--- config.mk ---
export PLATFORM = sky130hd
export DESIGN_NAME = credit_tracker
export DESIGN_NICKNAME = d
export VERILOG_FILES = /design/src/rtl/credit_pkg.sv /design/src/rtl/cred_slot.sv /design/src/rtl/infl_track.sv /design/src/rtl/sat_ctr.sv /design/src/rtl/credit_tracker.sv
export SDC_FILE = /design/constraint.sdc
export NUM_CORES = 1
export LEC_CHECK = 0
export BUFFER_PORTS_ARGS = -buffer_cell sky130_fd_sc_hd__buf_2
export CAP_MARGIN = 20
export CELL_PAD_IN_SITES_DETAIL_PLACEMENT = 1
export CELL_PAD_IN_SITES_GLOBAL_PLACEMENT = 1
export CORE_ASPECT_RATIO = 1.2
export CORE_MARGIN = 4
export CORE_UTILIZATION = 48
export CTS_CLUSTER_DIAMETER = 80
export CTS_CLUSTER_SIZE = 10
export DETAILED_ROUTE_END_ITERATION = 6
export GPL_TIMING_DRIVEN = 0
export PLACE_DENSITY_LB_ADDON = 0.05
export SLEW_MARGIN = 10
export SYNTH_ARGS = -nofsm -noshare
export SYNTH_HDL_FRONTEND = slang
export SYNTH_HIERARCHICAL = 1
export SYNTH_SLANG_ARGS = --single-unit
--- constraint.sdc ---
create_clock -name clk -period 15.8 [get_ports clk]
set_input_delay 1.58 -clock clk [delete_from_list [all_inputs] [get_ports clk]]
set_output_delay 1.58 -clock clk [all_outputs]
set_load 0.005 [all_outputs]
--- src/rtl/credit_pkg.sv ---
package credit_pkg;
   typedef enum logic [1:0] {
      SRC_ROB = 2'd0,
      SRC_IQ  = 2'd1,
      SRC_LSQ = 2'd2
   } src_e;

   localparam int unsigned NUM_SRC = 3;
endpackage

--- src/rtl/cred_slot.sv ---
module cred_slot #(
   parameter int unsigned CNT_W = 6,
   parameter int unsigned DSP_W = 3
) (
   input  logic                      clk,
   input  logic                      rst_n,
   input  logic                      upd_vld,
   input  logic [CNT_W-1:0]          free_in,
   input  logic [CNT_W-1:0]          infl,
   input  logic [DSP_W-1:0]          dsp,
   output logic signed [CNT_W+1:0]   credit
);
   localparam int unsigned CR_W = CNT_W + 2;

   logic [CNT_W-1:0]       free_q;
   logic signed [CR_W-1:0] free_s, infl_s, dsp_s;

   always_ff @(posedge clk) begin
      if (!rst_n)       free_q <= '0;
      else if (upd_vld) free_q <= free_in;
   end

   assign free_s = $signed(CR_W'(free_q));
   assign infl_s = $signed(CR_W'(infl));
   assign dsp_s  = $signed(CR_W'(dsp));
   assign credit = free_s - (infl_s - dsp_s);

   assert_load_R3: assert property (@(posedge clk) disable iff (!rst_n)
      upd_vld |=> (free_q == $past(free_in)));
   assert_hold_R3: assert property (@(posedge clk) disable iff (!rst_n)
      !upd_vld |=> $stable(free_q));
endmodule

--- src/rtl/infl_track.sv ---
module infl_track #(
   parameter int unsigned CNT_W = 6,
   parameter int unsigned DSP_W = 3
) (
   input  logic             clk,
   input  logic             rst_n,
   input  logic [DSP_W-1:0] renamed,
   input  logic [DSP_W-1:0] disp,
   output logic [CNT_W-1:0] infl_q
);
   localparam int unsigned SW = CNT_W + 1;

   logic [SW-1:0] sum;
   logic          under;

   assign sum   = SW'(infl_q) + SW'(renamed);
   assign under = SW'(disp) > sum;

   always_ff @(posedge clk) begin
      if (!rst_n)     infl_q <= '0;
      else if (under) infl_q <= '0;
      else            infl_q <= CNT_W'(sum - SW'(disp));
   end

   assert_clamp_R9: assert property (@(posedge clk) disable iff (!rst_n)
      (SW'(disp) > SW'(infl_q) + SW'(renamed)) |=> (infl_q == '0));
   assert_drop_R9: assert property (@(posedge clk) disable iff (!rst_n)
      (renamed == '0 && disp != '0 && infl_q != '0) |=> (infl_q < $past(infl_q)));
endmodule

--- src/rtl/sat_ctr.sv ---
module sat_ctr #(
   parameter int unsigned EVT_W = 3
) (
   input  logic             clk,
   input  logic             rst_n,
   input  logic             inc,
   output logic [EVT_W-1:0] cnt
);
   always_ff @(posedge clk) begin
      if (!rst_n)                 cnt <= '0;
      else if (inc && cnt != '1)  cnt <= cnt + 1'b1;
   end

   assert_no_wrap_R8: assert property (@(posedge clk) disable iff (!rst_n)
      (cnt == '1) |=> (cnt == '1));
   assert_step_R8: assert property (@(posedge clk) disable iff (!rst_n)
      (inc && cnt != '1) |=> (cnt == $past(cnt) + 1'b1));
endmodule

--- src/rtl/credit_tracker.sv ---
module credit_tracker
   import credit_pkg::*;
#(
   parameter int unsigned CNT_W = 6,
   parameter int unsigned REN_W = 4,
   parameter int unsigned EVT_W = 3,
   localparam int unsigned DSP_W = $clog2(REN_W + 1),
   localparam int unsigned CR_W  = CNT_W + 2
) (
   input  logic                   clk,
   input  logic                   rst_n,
   input  logic                   rob_upd_vld,
   input  logic [CNT_W-1:0]       rob_free_in,
   input  logic                   rob_empty_in,
   input  logic                   iq_upd_vld,
   input  logic [CNT_W-1:0]       iq_free_in,
   input  logic                   lsq_upd_vld,
   input  logic [CNT_W-1:0]       lsq_free_in,
   input  logic [DSP_W-1:0]       renamed_cnt,
   input  logic [DSP_W-1:0]       disp_cnt,
   input  logic [DSP_W-1:0]       lsq_disp_cnt,
   input  logic [DSP_W-1:0]       avail_cnt,
   output logic signed [CR_W-1:0] min_credit,
   output logic [1:0]             limit_src,
   output logic                   stall,
   output logic                   partial,
   output logic [DSP_W-1:0]       grant_cnt,
   output logic                   rob_empty,
   output logic [EVT_W-1:0]       evt_rob,
   output logic [EVT_W-1:0]       evt_iq,
   output logic [EVT_W-1:0]       evt_lsq
);
   if (CNT_W < 2)      begin : g_bad_cnt  $error("CNT_W must be at least 2");  end
   if (REN_W < 1)      begin : g_bad_ren  $error("REN_W must be at least 1");  end
   if (EVT_W < 1)      begin : g_bad_evt  $error("EVT_W must be at least 1");  end
   if (DSP_W >= CR_W)  begin : g_bad_dsp  $error("REN_W too wide for CNT_W"); end

   logic                   vld_a  [NUM_SRC];
   logic [CNT_W-1:0]       fin_a  [NUM_SRC];
   logic [DSP_W-1:0]       dsp_a  [NUM_SRC];
   logic signed [CR_W-1:0] cr_a   [NUM_SRC];
   logic [EVT_W-1:0]       evt_a  [NUM_SRC];
   logic [CNT_W-1:0]       infl_q;
   logic signed [CR_W-1:0] avail_s;
   logic                   evt_fire;
   src_e                   sel;

   assign vld_a[SRC_ROB] = rob_upd_vld;
   assign vld_a[SRC_IQ]  = iq_upd_vld;
   assign vld_a[SRC_LSQ] = lsq_upd_vld;
   assign fin_a[SRC_ROB] = rob_free_in;
   assign fin_a[SRC_IQ]  = iq_free_in;
   assign fin_a[SRC_LSQ] = lsq_free_in;
   assign dsp_a[SRC_ROB] = disp_cnt;
   assign dsp_a[SRC_IQ]  = disp_cnt;
   assign dsp_a[SRC_LSQ] = lsq_disp_cnt;

   infl_track #(.CNT_W(CNT_W), .DSP_W(DSP_W)) u_infl (
      .clk(clk), .rst_n(rst_n), .renamed(renamed_cnt), .disp(disp_cnt), .infl_q(infl_q));

   for (genvar s = 0; s < NUM_SRC; s++) begin : g_src
      cred_slot #(.CNT_W(CNT_W), .DSP_W(DSP_W)) u_slot (
         .clk(clk), .rst_n(rst_n), .upd_vld(vld_a[s]), .free_in(fin_a[s]),
         .infl(infl_q), .dsp(dsp_a[s]), .credit(cr_a[s]));

      sat_ctr #(.EVT_W(EVT_W)) u_evt (
         .clk(clk), .rst_n(rst_n), .inc(evt_fire && (sel == src_e'(s))), .cnt(evt_a[s]));
   end

   always_ff @(posedge clk) begin
      if (!rst_n)           rob_empty <= 1'b1;
      else if (rob_upd_vld) rob_empty <= rob_empty_in;
   end

   always_comb begin
      sel        = SRC_ROB;
      min_credit = cr_a[SRC_ROB];
      if (cr_a[SRC_IQ] < min_credit) begin
         sel        = SRC_IQ;
         min_credit = cr_a[SRC_IQ];
      end
      if (cr_a[SRC_LSQ] < min_credit) begin
         sel        = SRC_LSQ;
         min_credit = cr_a[SRC_LSQ];
      end
   end

   assign avail_s   = $signed(CR_W'(avail_cnt));
   assign limit_src = sel;
   assign stall     = (avail_cnt != '0) && (min_credit <= 0);
   assign partial   = (avail_cnt != '0) && (min_credit > 0) && (min_credit < avail_s);
   assign evt_fire  = (avail_cnt != '0) && (min_credit < avail_s);
   assign grant_cnt = stall ? '0 : (partial ? DSP_W'(min_credit) : avail_cnt);

   assign evt_rob = evt_a[SRC_ROB];
   assign evt_iq  = evt_a[SRC_IQ];
   assign evt_lsq = evt_a[SRC_LSQ];

   assert_src_code_R5: assert property (@(posedge clk) disable iff (!rst_n)
      limit_src != 2'd3);
   assert_min_bound_R5: assert property (@(posedge clk) disable iff (!rst_n)
      (min_credit <= cr_a[SRC_ROB]) && (min_credit <= cr_a[SRC_IQ]) && (min_credit <= cr_a[SRC_LSQ]));
   assert_stall_zero_R6: assert property (@(posedge clk) disable iff (!rst_n)
      stall |-> (grant_cnt == '0 && !partial));
   assert_partial_clip_R7: assert property (@(posedge clk) disable iff (!rst_n)
      partial |-> (grant_cnt < avail_cnt && grant_cnt != '0));
   assert_empty_hold_R3: assert property (@(posedge clk) disable iff (!rst_n)
      !rob_upd_vld |=> $stable(rob_empty));
endmodule

# Yosys cells after proc, flatten, opt, wreduce, memory -nomap -nowiden
# Index checks and enable logic that the tools add are counted.
dict set report totals {
  wordCells 49
  register_bits 34
  inputBits 36
  out_inout_bits 25
}
dict set report op_classes {
  bitwise_logic 1
  n_eq_ne 5
  addsub 10
  n_lt_le_gt_ge 6
  muxes 6
  reduce_logical 13
}
# operator count
set ops {}
lappend ops {{$sub A7 B8 Y8} 3}
lappend ops {{$lt A8 B8 Y1} 2}
lappend ops {{$mux W8} 2}
lappend ops {{$sub A6 B3 Y7} 2}
lappend ops {{$logic_and A1 B1 Y1} 10}
lappend ops {{$add A3 B1 Y3 const B} 3}
lappend ops {{$ne A3 B3 Y1 const B} 3}
lappend ops {{$gt A8 B1 Y1 const B} 1}
lappend ops {{$le A8 B1 Y1 const B} 1}
lappend ops {{$lt A8 B4 Y1} 1}
lappend ops {{$add A6 B3 Y7} 1}
lappend ops {{$gt A3 B7 Y1} 1}
lappend ops {{$mux W3} 2}
lappend ops {{$sub A6 B3 Y6} 1}
lappend ops {{$reduce_bool A3 Y1} 1}
lappend ops {{$eq A2 B1 Y1 const B} 1}
lappend ops {{$eq A2 B2 Y1 const B} 1}
lappend ops {{$logic_not A2 Y1} 1}
lappend ops {{$mux W2} 1}
lappend ops {{$reduce_or A2 Y1} 1}
lappend ops {{$mux W1} 1}
lappend ops {{$not A1 Y1} 1}

# Depth between registers and ports, before layout
dict set report depth {
  word_depth 11
  depth_mapped 34
  depth_no_buf 33
}

# Hierarchy
# The synthesis kept the hierarchy.
# mod area_each_um2 seq_area_each_um2 cells_each instances
set by_module_without_submodules {}
lappend by_module_without_submodules {cred_slot 643.1 120.1 73 3}
lappend by_module_without_submodules {credit_tracker 1022.2 20.0 131 1}
lappend by_module_without_submodules {infl_track 616.8 120.1 69 1}
lappend by_module_without_submodules {sat_ctr 153.9 60.1 15 3}

# Worst setup path before layout
# OpenSTA, ideal clock, no wires.
dict set report synth_timing {
  kind {input -> output}
  from {in disp_cnt[0]}
  to {out partial}
  arrival_time_ps 7307
  cell_stages 28
  n_path_buf 1
  setup_slack_ps 6913
  cell_sequence {ha_1 -> inv_1 -> fa_1 -> inv_1 -> fa_1 -> a211oi_2 -> o21bai_1 -> a21oi_1 -> xor2_1 -> inv_1 -> ha_1 -> and3_1 -> or2_1 -> a21oi_2 -> nor2_4 -> mux2i_1 -> ha_1 -> nand4_1 -> or2_0 -> a31oi_1 -> a21o_1 -> buf_6 -> mux2i_1 -> ha_1 -> nor2b_1 -> a221oi_4 -> nand2_2 -> a211oi_1}
}
# item line_no
set synth_lines {}
lappend synth_lines {{start: declaration} credit_tracker.sv:20} ;# input logic [DSP_W-1:0] disp_cnt,
lappend synth_lines {{end: declaration} credit_tracker.sv:26} ;# output logic partial,

==> results.py <==
metrics = {
    "layout": {
        "n_antenna_cell": 0,
        "fill_cells": 1035,
        "ff_latch_area_um2": 681,
        "fin_util": 0.561,
        "layout-drive-gt1-share": 0.200,
        "layout_common_cells": "62 x buf_2, 59 x ha_1, 55 x inv_1",
        "nets": 632,
        "multi_input_area_mm2": 0.00310,
        "final_common_cell": "buf_2",
        "area_growth_pct": 13.4,
    },
    "grt": {
        "first_global_vias": 3734,
        "grt_max_degree": 39,
        "antenna_found_initial": 0,
        "grt_usage": 0.210,
        "grt_pass1_wl_um": 17000,
        "overflow": 0,
    },
    "setup_path": {
        "crit_top_cell": "ha_1",
        "reg2regPathDepth": 31,
        "worst_setup_path_end_kind": "output port",
        "rr_startpoint": "u_infl/infl_q[1]",
        "crit_slowest_cell": "fa_1",
        "cp-start-kind": "input port",
        "cp_max_fo": 10,
        "critical_path_buf_inv_count": 6,
        "r2r_slack_ps": 8220,
        "critical_path_class": "input port to output port",
        "critical_path_arrival_ps": 8210,
        "cp.required_ps": 14220,
        "max_stage_delay_ps": 480,
        "cp.depth": 30,
        "r2r_end": "g_src[0].u_evt/cnt[2]",
        "path_delay_family": "adder cells",
    },
    "die": {
        "io_pins": 61,
        "die_area_mm2": 0.00993,
        "initial_core_util": 0.494,
        "core_mm2": 0.00815,
        "die_h_um": 108,
        "std_cell_rows": 36,
        "die_w_um": 91.6,
    },
    "clock_network": {
        "clkTransAtPathRegs_ps": 80,
        "insertion_delay_ps": 300,
        "htree_levels": 2,
        "cts_buffers": 5,
        "clkSinkCount": 34,
        "cts-hold-fix-buffers": 0,
        "post_cts_buffers": 0,
        "cts_root_buffer": "clkbuf_8",
        "post_cts_resized": 0,
        "clockBufferDepth": 2,
        "cts_tree": "done",
    },
    "timing": {
        "finalCritPeriodShare": 0.619,
        "hold_viol": 0,
        "timing.final.ws_setup_ps": 6010,
        "fmax_mhz": 102,
        "min_period_ps": 9790,
        "relSlewSlack": 0.463,
        "tightestPinTransition_ps": 805,
        "fin_skew_ps": 6.71,
        "rsz0062_at_grt": "no",
        "tns_ps": 0,
        "final-max-slew-violation-count": 0,
        "setup_viol_count_final": 0,
    },
    "logic_synthesis": {
        "syn_area_per_cell_um2": 8.69,
        "netlist_area_mm2": 0.00403,
        "synthCells": 464,
        "synthTopCellsByArea": "ha_1 18%, dfxtp_1 17%, mux2i_1 8.9%",
        "netlist.area_leader.share": 0.183,
        "synth-edff-count": 0,
        "yosys_warnings": 6,
        "async_flop_share": 0,
        "ys_seq_area_frac": 0.169,
        "synth-seq-cells": 34,
        "yosysUniqueCellTypes": 68,
        "yosys.area.top_type": "ha_1",
        "synth_flop_cell": "dfxtp_1",
        "syn-num-nets": 567,
    },
    "outcome": {
        "status": "complete, no violations",
    },
    "min_path": {
        "whs_path_depth": 2,
        "min_from": "g_src[0].u_evt/cnt[1]",
        "hold_path.class": "flop to flop",
        "whs_endpoint": "g_src[0].u_evt/cnt[1]",
    },
    "drt": {
        "first_pass_iters": 4,
        "drc": 0,
        "routedWlPerCell_um": 15.4,
        "drt_wl_total_um": 9910,
        "vias": 3553,
        "vias_per_cell": 5.52,
        "drt_iter0_drc": 85,
        "postRouteAntennaNets": 0,
    },
    "place": {
        "dp_slack_ps": 6000,
        "portBuffers": 58,
        "place_congestion": 0.797,
        "place_hpwl_um": 8380,
    },
    "flow_run": {
        "maxCapViolCount": 0,
    },
}
[Yosys cell counts (4+ instances only)]
master	number
o21ai_0	18
dfxtp_1	34
a21o_1	9
fa_1	8
a31oi_1	4
nor2b_1	30
ha_1	59
nor3_1	14
nand3_1	7
a21oi_1	20
o211ai_1	4
nor2_1	24
xor2_1	9
buf_2	4
a211oi_1	6
o21bai_1	4
xnor2_1	17
a211oi_2	5
o21a_1	7
mux2i_1	36
inv_1	55
nand2_1	23
[routing by layer]
| layer | wire (µm) | part of all wire | track usage | vias up |
|---|---|---|---|---|
| met4 | 229 | 0.023 | 0.0765 | 0 |
| met5 | 0 | 0 | 0 | - |
| met2 | 5230 | 0.53 | 0.397 | 50 |
| met1 | 4190 | 0.42 | 0.237 | 1714 |
| met3 | 265 | 0.027 | 0.0292 | 18 |
| li1 | - | - | - | 1771 |
[metrics by stage]
step,area (µm²),std cells,hold WS (ps)
final,4570,644,483
after global placement,4460,636,447
after floorplan,4030,464,465
after CTS,4570,644,488
after detailed placement,4460,636,466
after global routing,4570,644,509
[worst max path at each step]
stage / from / to
floorplan: disp_cnt[0] / partial
global placement: disp_cnt[0] / partial
detailed placement: disp_cnt[1] / partial
CTS: disp_cnt[1] / partial
global route: disp_cnt[1] / grant_cnt[1]
finish: disp_cnt[0] / partial
[worst register-to-register path: cells and delay by family (launching register included)]
kind | cells | cell delay (ps)
compound gates | 10 | 2450
mux | 3 | 700
fa+ha+maj | 5 | 1680
xor+xnor | 1 | 80
buf+inv | 2 | 230
flops | 1 | 600
simple gates | 10 | 1770
[logic make-up (layout without fill, tap and decap cells)]
kind of cell             count (synthesis)  in the layout  synth area share
AND/OR/NAND/NOR                        132            132             0.189
XOR/XNOR                                26             26            0.0565
multiplexers                            37             37            0.0928
flip-flops                              34             34             0.169
buffers and inverters                   62            128            0.0608
adder cells (fa/ha/maj)                 67             67             0.223
AO/OA/AOI/OAI                          106            106             0.209
[area by class of cell]
cell class,instances,share of cell area
buffer,6,0.00766
clock buffer,5,0.0151
clock inverter,3,0.00876
inverter,56,0.0460
multi-input combinational,368,0.679
sequential,34,0.149
tap,114,0.0312
timing repair buffer,58,0.0635
[state kept, by name, summed over array words and instances, names as in the netlist]
name	cells
rob_empty	1
g_src.u_evt/cnt	9
g_src.u_slot/free_q	18
u_infl/infl_q	6
Power is not shown: default switching activity piles up to over one toggle a cycle in this logic, so the estimate is an artifact.
